[config.mk]
export PLATFORM = sky130hd
export DESIGN_NAME = tirq_ctrl
export DESIGN_NICKNAME = d
export VERILOG_FILES = /design/src/rtl/tirq_pkg.sv /design/src/rtl/tirq_cfg.sv /design/src/rtl/tirq_pend.sv /design/src/rtl/tirq_req.sv /design/src/rtl/tirq_ctrl.sv
export SDC_FILE = /design/constraint.sdc
export NUM_CORES = 1
export LEC_CHECK = 0
export ABC_AREA = 1
export BUFFER_PORTS_ARGS = -buffer_cell sky130_fd_sc_hd__buf_4
export CAP_MARGIN = 5
export CORE_AREA = 2 2 39 41
export CTS_BUF_LIST = sky130_fd_sc_hd__clkbuf_8 sky130_fd_sc_hd__clkbuf_16
export DETAILED_ROUTE_END_ITERATION = 6
export DIE_AREA = 0 0 41 43
export PLACE_DENSITY = 0.76
export SLEW_MARGIN = 20
export SYNTH_ARGS = -nofsm -noshare
export SYNTH_HDL_FRONTEND = slang
export SYNTH_SLANG_ARGS = --single-unit
[constraint.sdc]
create_clock -name clk -period 2.17 [get_ports clk]
set_input_delay 0.5425 -clock clk [delete_from_list [all_inputs] [get_ports clk]]
set_output_delay 0.5425 -clock clk [all_outputs]
set_load 0.02 [all_outputs]
[src/rtl/tirq_pkg.sv]
package tirq_pkg;
  localparam int DATA_W  = 8;
  localparam int LVL_W   = 3;
  localparam int PEND_BIT = 7;
  localparam int EN_BIT   = 4;
  localparam int CLR_BIT  = 3;
  localparam int LVL_LSB  = 0;

  // Assemble the readable image of the register from its live fields.
  function automatic logic [DATA_W-1:0] pack_view(input logic pend,
                                                  input logic en,
                                                  input logic [LVL_W-1:0] lvl);
    logic [DATA_W-1:0] v;
    v = '0;
    v[PEND_BIT] = pend;
    v[EN_BIT]   = en;
    v[LVL_LSB +: LVL_W] = lvl;
    return v;
  endfunction
endpackage

[src/rtl/tirq_cfg.sv]
module tirq_cfg
  import tirq_pkg::*;
(
  input  logic             clk,
  input  logic             rst,
  input  logic             wr_hit,
  input  logic             en_in,
  input  logic [LVL_W-1:0] lvl_in,
  output logic             en_q,
  output logic [LVL_W-1:0] lvl_q,
  output logic             en_d,
  output logic [LVL_W-1:0] lvl_d
);
  always_comb begin
    en_d  = en_q;
    lvl_d = lvl_q;
    if (wr_hit) begin
      en_d  = en_in;
      lvl_d = lvl_in;
    end
  end

  always_ff @(posedge clk) begin
    if (rst) begin
      en_q  <= 1'b0;
      lvl_q <= '0;
    end else begin
      en_q  <= en_d;
      lvl_q <= lvl_d;
    end
  end

  // a register write lands in the enable and level fields
  p_store_r5: assert property (@(posedge clk) disable iff (rst)
    wr_hit |=> (en_q == $past(en_in)) && (lvl_q == $past(lvl_in)));
  p_keep_r5: assert property (@(posedge clk) disable iff (rst)
    !wr_hit |=> $stable(en_q) && $stable(lvl_q));
endmodule

[src/rtl/tirq_pend.sv]
module tirq_pend (
  input  logic clk,
  input  logic rst,
  input  logic tick,
  input  logic clr_req,
  output logic pend_q,
  output logic pend_d
);
  // A tick outranks a clear so a same-cycle event is not lost.
  always_comb begin
    if (tick)         pend_d = 1'b1;
    else if (clr_req) pend_d = 1'b0;
    else              pend_d = pend_q;
  end

  always_ff @(posedge clk) begin
    if (rst) pend_q <= 1'b0;
    else     pend_q <= pend_d;
  end

  p_set_r2: assert property (@(posedge clk) disable iff (rst)
    tick |=> pend_q);
  p_sticky_r2: assert property (@(posedge clk) disable iff (rst)
    (pend_q && !clr_req) |=> pend_q);
  p_clear_r3: assert property (@(posedge clk) disable iff (rst)
    (clr_req && !tick) |=> !pend_q);
  p_no_spont_r5: assert property (@(posedge clk) disable iff (rst)
    (!pend_q && !tick) |=> !pend_q);
endmodule

[src/rtl/tirq_req.sv]
module tirq_req
  import tirq_pkg::*;
(
  input  logic             clk,
  input  logic             rst,
  input  logic             en_d,
  input  logic             pend_d,
  input  logic [LVL_W-1:0] lvl_d,
  output logic [LVL_W-1:0] irq_lvl
);
  logic live;
  assign live = en_d && pend_d && (lvl_d != '0);

  always_ff @(posedge clk) begin
    if (rst)       irq_lvl <= '0;
    else if (live) irq_lvl <= lvl_d;
    else           irq_lvl <= '0;
  end
endmodule

[src/rtl/tirq_ctrl.sv]
module tirq_ctrl
  import tirq_pkg::*;
#(
  parameter int ADDR_W = 8,
  parameter logic [ADDR_W-1:0] REG_ADDR = 'h1A
) (
  input  logic              clk,
  input  logic              rst,
  input  logic [ADDR_W-1:0] addr,
  input  logic              wr_en,
  input  logic              rd_en,
  input  logic [DATA_W-1:0] wdata,
  input  logic              tick,
  output logic [DATA_W-1:0] rdata,
  output logic              irq_pend,
  output logic [LVL_W-1:0]  irq_lvl
);
  logic hit, wr_hit, rd_hit, clr_req;
  logic en_q, en_d, pend_q, pend_d;
  logic [LVL_W-1:0] lvl_q, lvl_d;
  logic unused_wbits;

  assign hit     = (addr == REG_ADDR);
  assign wr_hit  = wr_en && hit;
  assign rd_hit  = rd_en && hit;
  assign clr_req = wr_hit && wdata[CLR_BIT];
  assign unused_wbits = ^wdata[DATA_W-1:EN_BIT+1];

  tirq_cfg u_cfg (
    .clk(clk), .rst(rst), .wr_hit(wr_hit),
    .en_in(wdata[EN_BIT]), .lvl_in(wdata[LVL_LSB +: LVL_W]),
    .en_q(en_q), .lvl_q(lvl_q), .en_d(en_d), .lvl_d(lvl_d)
  );

  tirq_pend u_pend (
    .clk(clk), .rst(rst), .tick(tick), .clr_req(clr_req),
    .pend_q(pend_q), .pend_d(pend_d)
  );

  tirq_req u_req (
    .clk(clk), .rst(rst), .en_d(en_d), .pend_d(pend_d), .lvl_d(lvl_d),
    .irq_lvl(irq_lvl)
  );

  always_ff @(posedge clk) begin
    if (rst)         rdata <= '0;
    else if (rd_hit) rdata <= pack_view(pend_q, en_q, lvl_q);
    else             rdata <= '0;
  end

  assign irq_pend = pend_q;

  // any request seen downstream matches the stored, enabled, pending fields
  p_req_gated_r7: assert property (@(posedge clk) disable iff (rst)
    (irq_lvl != '0) |-> (pend_q && en_q && (irq_lvl == lvl_q)));
  p_req_live_r7: assert property (@(posedge clk) disable iff (rst)
    (pend_q && en_q) |-> (irq_lvl == lvl_q));
  // foreign writes leave the fields alone
  p_foreign_r8: assert property (@(posedge clk) disable iff (rst)
    (wr_en && !hit && !tick) |=> $stable(en_q) && $stable(lvl_q) && $stable(pend_q));
  // no read strobe, no read data
  p_idle_read_r6: assert property (@(posedge clk) disable iff (rst)
    !rd_hit |=> (rdata == '0));
endmodule

### Word-level counts from Yosys, hierarchy flattened

Cells that the tools add are included.

* flip-flop bits (word level): 16
* bits in latches: 0
* bits in writable memories: 0
* memory bits (read-only): 0
* input port bits: 21
* output and inout port bits: 12
* word-level logic and storage cells: 21
* memories: 0

* add/sub/neg operators: 0
* multipliers: 0
* divide/modulo/power cells: 0
* $lt $le $gt $ge: 0
* equal/unequal tests: 1
* shift operators: 0
* muxes and demuxes: 4
* bitwise operators: 2
* reduce and logical (&&, ||, !) cells: 8

Operators with widths (number)
* $eq 8x5->1 const B: 1
* $logic_and 1x1->1: 5
* $reduce_or 2->1: 2
* $mux 1: 3
* $mux 3: 1
* $reduce_bool 3->1: 1
* $not 1->1: 2

### Longest topological paths before layout

* depth in word-level cells: 9
* gate-level depth with buffers: 9
* mapped depth without buffers: 9

### Modules after synthesis

Synthesis repeated with hierarchy kept, for this count alone.

* cell total of the unflattened synthesis: 87
* area total of the unflattened synthesis: 578.1 µm²

Modules (own cells, without submodules)
* tirq_ctrl: instances 1, cells each 37, area an instance 244.0 µm², sequential area each 100.1 µm²
* tirq_cfg: instances 1, cells each 33, area an instance 191.4 µm², sequential area each 80.1 µm²
* tirq_req: instances 1, cells each 11, area an instance 96.3 µm², sequential area each 60.1 µm²
* tirq_pend: instances 1, cells each 6, area an instance 46.3 µm², sequential area each 20.0 µm²

### Least setup slack after synthesis

No wires, ideal clock.

* kind: in2reg
* from: input port addr[7]
* to: register u_req.irq_lvl[0]
* library setup time: 0.121 ns
* arrival time: 1.132 ns
* data required time: 2.049 ns
* setup slack: 0.916 ns
* stages: 8
* path buffers: 0
* path through: inv_1 > nand2_1 > nor2_2 > nand3_4 > nor2_2 > nor2_4 > nand2_2 > nor2_1

* word-level cells in the longest chain between the ends: 9
* elaborated cells between the ends (all ways): 12
* those cells by class: eq/ne: 1; mux: 4; bitwise: 1; reduce/logical: 6

RTL lines
* start: declaration: line tirq_ctrl.sv:9 `input logic [ADDR_W-1:0] addr,`
* $eq 8x5->1 (*): line tirq_ctrl.sv:23 `assign hit = (addr == REG_ADDR);`
* $logic_and 1x1->1 (*): line tirq_ctrl.sv:24 `assign wr_hit = wr_en && hit;`
* $logic_and 1x1->1: line tirq_ctrl.sv:26 `assign clr_req = wr_hit && wdata[CLR_BIT];`
* $mux 1: line tirq_pend.sv:12 `else if (clr_req) pend_d = 1'b0;`
* $mux 1: line tirq_pend.sv:11 `if (tick) pend_d = 1'b1;`
* $logic_and 1x1->1 (2 in series): line tirq_req.sv:12 `assign live = en_d && pend_d && (lvl_d != '0);`
* $not 1->1 (no source line)
* $reduce_or 2->1 (no source line)
* end signal: assignment: line tirq_req.sv:16 `else if (live) irq_lvl <= lvl_d;`
* end: declaration: line tirq_req.sv:9 `output logic [LVL_W-1:0] irq_lvl`

Every way passes the cells marked *; elsewhere a longest branch is shown, timed or not.
A chain may end at the register's enable or synchronous reset.

### Final worst setup path

* from: register u_pend.pend_q
* to: output port irq_pend

RTL lines
* start: declaration: line tirq_pend.sv:6 `output logic pend_q,`
* start signal: assignment: line tirq_pend.sv:18 `else pend_q <= pend_d;`
* end: declaration: line tirq_ctrl.sv:15 `output logic irq_pend,`

No word-level cell between the ends.

==> out/summary.txt <==
GRT Total Usage: 0.124
synthesized instance count: 69
ANT cells: 0
Die Span X: 41 um
drt wl/cell: 7.96 um
Peak Freq: 0.786 GHz
CP max stage delay: 0.34 ns
final wirelength: 907 um
top_reg_cell synth: dfxtp_1
area leader, netlist: dfxtp_1
Ports: 33
final hold violation count: 0
number of fill cells: 133
fin crit share: 0.586
flops & latches, synth: 13
clk sink count: 13
# resized after CTS: 0
fraction of registers with async set or reset after synthesis: 0
CP delay by family, top: flip-flops
EDFF count, synth: 0
clk_lat worst skew: 0.24 ns
initial antenna violation count: 0
vias in the first global route: 428
maximum vdd drop: 303 uV
synthesized area: 539 sq um
Initial Utilization: 0.390
Worst setup EP type: primary output
syn avg cell area: 7.82 sq um
Post-CTS Setup Inserts: 0
Buffers on Ports: 26
first-pass GRT wire length: 1470 um
Hold WC Path Type: reg2reg
Final Util: 0.567
Crit Path Max Fanout: 3
crit path DAT: 0.73 ns
Final nets: 120
RSZ-0062 raised after global routing: false
CTS tree: yes
minimum clock period: 1.27 ns
ANT nets after route: 0
DR DRC count: 0
Post-CTS Hold Fix Bufs: 0
total gr overflow: 0
Die ar.: 1760 sq um
HPWL Detailed: 781 um
Fin Setup TNS: 0 ns
Buffers & Inverters on Critical Path: 1
Critical Path Source Type: flip-flop
Syn-to-layout area delta: 45.5%
top-area cell type share of the netlist area: 0.483
most frequent cell after synthesis: nor2_1
largest net degree at the start of global routing: 9
sequential share of the synthesized area: 0.483
Worst Path Required: 1.63 ns
outcome: completed
Pre-antenna DRT Iters: 2
unique cell type count in the Yosys netlist: 14
clock tree buffer depth: 2
Clock Skew: 0.000346 ns
slowest CP cell: dfxtp_1
Core Footprint: 1380 sq um
Power Density: 634 nW/um^2
row count: 14
CTS Buf Count: 3
max cap viols: 0
Post-synth top cells: 14 x nor2_1, 13 x dfxtp_1, 12 x inv_1
Vias: 467
yosys warns: 0
Worst-path clk slew: 0.05 ns
fraction of layout cells with a size suffix above 1: 0.418
top cells by area, synth: dfxtp_1 48%, nor2_1 9.7%, inv_1 8.4%
clk root buf: clkbuf_8
routed vias/inst: 4.10
die height: 43 um
GPL Wtd Cong: 0.730
Lkg Pwr: 0.397 nW
total power: 0.497 mW
Iter 0 DRT Violations: 3
crit path kind: reg2out
critical path cell sequence: buf_4
fin. max-slew vios: 0
H-tree Lvls: 1
# setup viols final: 0
-- metal layers --
metal	GRT usage	vias up	part of all wire
li1	-	254	-
met1	0.123	196	0.40
met2	0.209	13	0.53
met3	0.0471	4	0.051
met4	0.0600	0	0.018
met5	0	-	0
-- state kept, by name, summed over array words and instances, names as in the netlist --
signal / count
u_req.irq_lvl: 3
u_pend.pend_q: 1
u_cfg.lvl_q: 3
u_cfg.en_q: 1
rdata: 5
-- metrics by stage --
step / instances / hold WS (ns) / cell area, sq um / setup slack, ns
3_5_place_dp: 110 / 0.427 / 739 / 0.694
5_1_grt: 114 / 0.449 / 785 / 0.817
4_1_cts: 114 / 0.437 / 785 / 0.895
3_3_place_gp: 110 / 0.423 / 739 / 0.706
6_report: 114 / 0.436 / 785 / 0.898
2_1_floorplan: 71 / 0.416 / 547 / 0.916
-- kinds of logic (layout without fill, tap and decap cells) --
family,after synthesis,in the layout,synth area share
compound gates,4,4,0.0371
flops,13,13,0.483
other cells,1,3,0.00695
simple gates,35,35,0.341
buf+inv,16,43,0.132
-- cell usage in the layout (no fill, tap or decap), drive strengths merged --
cell    instances
a21oi           1
buf            26
clkbuf          3
conb            3
dfxtp          13
inv            14
nand2          13
nand3           4
nor2           18
o21ai           3
-- cell type report --
class / count / area (sq um) / share of cell area
repair buffers: 26 / 195 / 0.249
multi-input cells: 42 / 215 / 0.274
clock buffers: 3 / 41.3 / 0.0526
inverters: 13 / 48.8 / 0.0622
flip-flops and latches: 13 / 260 / 0.332
clock inverters: 1 / 3.75 / 0.00478
well taps: 16 / 20.0 / 0.0255
-- report_power, final --
part	internal [mW]	leakage (nW)	switching, mW
combinational	0.0261	0.265	0.0236
sequential	0.241	0.105	0.000878
clock	0.125	0.0269	0.0814
total	0.391	0.397	0.106
-- worst min-delay path: stages, from the launching register on --
cell and delay [ns]:
dfxtp_1 0.29, inv_1 0.06, nor2_1 0.04
-- final timing paths --
| check | from | to | slack, ns | cells after the start |
|---|---|---|---|---|
| min | u_cfg.lvl_q[1] | rdata[1] | 0.44 | 2 |
| max reg2reg | u_cfg.en_q | u_req.irq_lvl[2] | 1.41 | 6 |
| min reg2reg | u_cfg.lvl_q[1] | rdata[1] | 0.44 | 2 |
| max | u_pend.pend_q | irq_pend | 0.90 | 1 |
(Power assumes the default switching activity.)
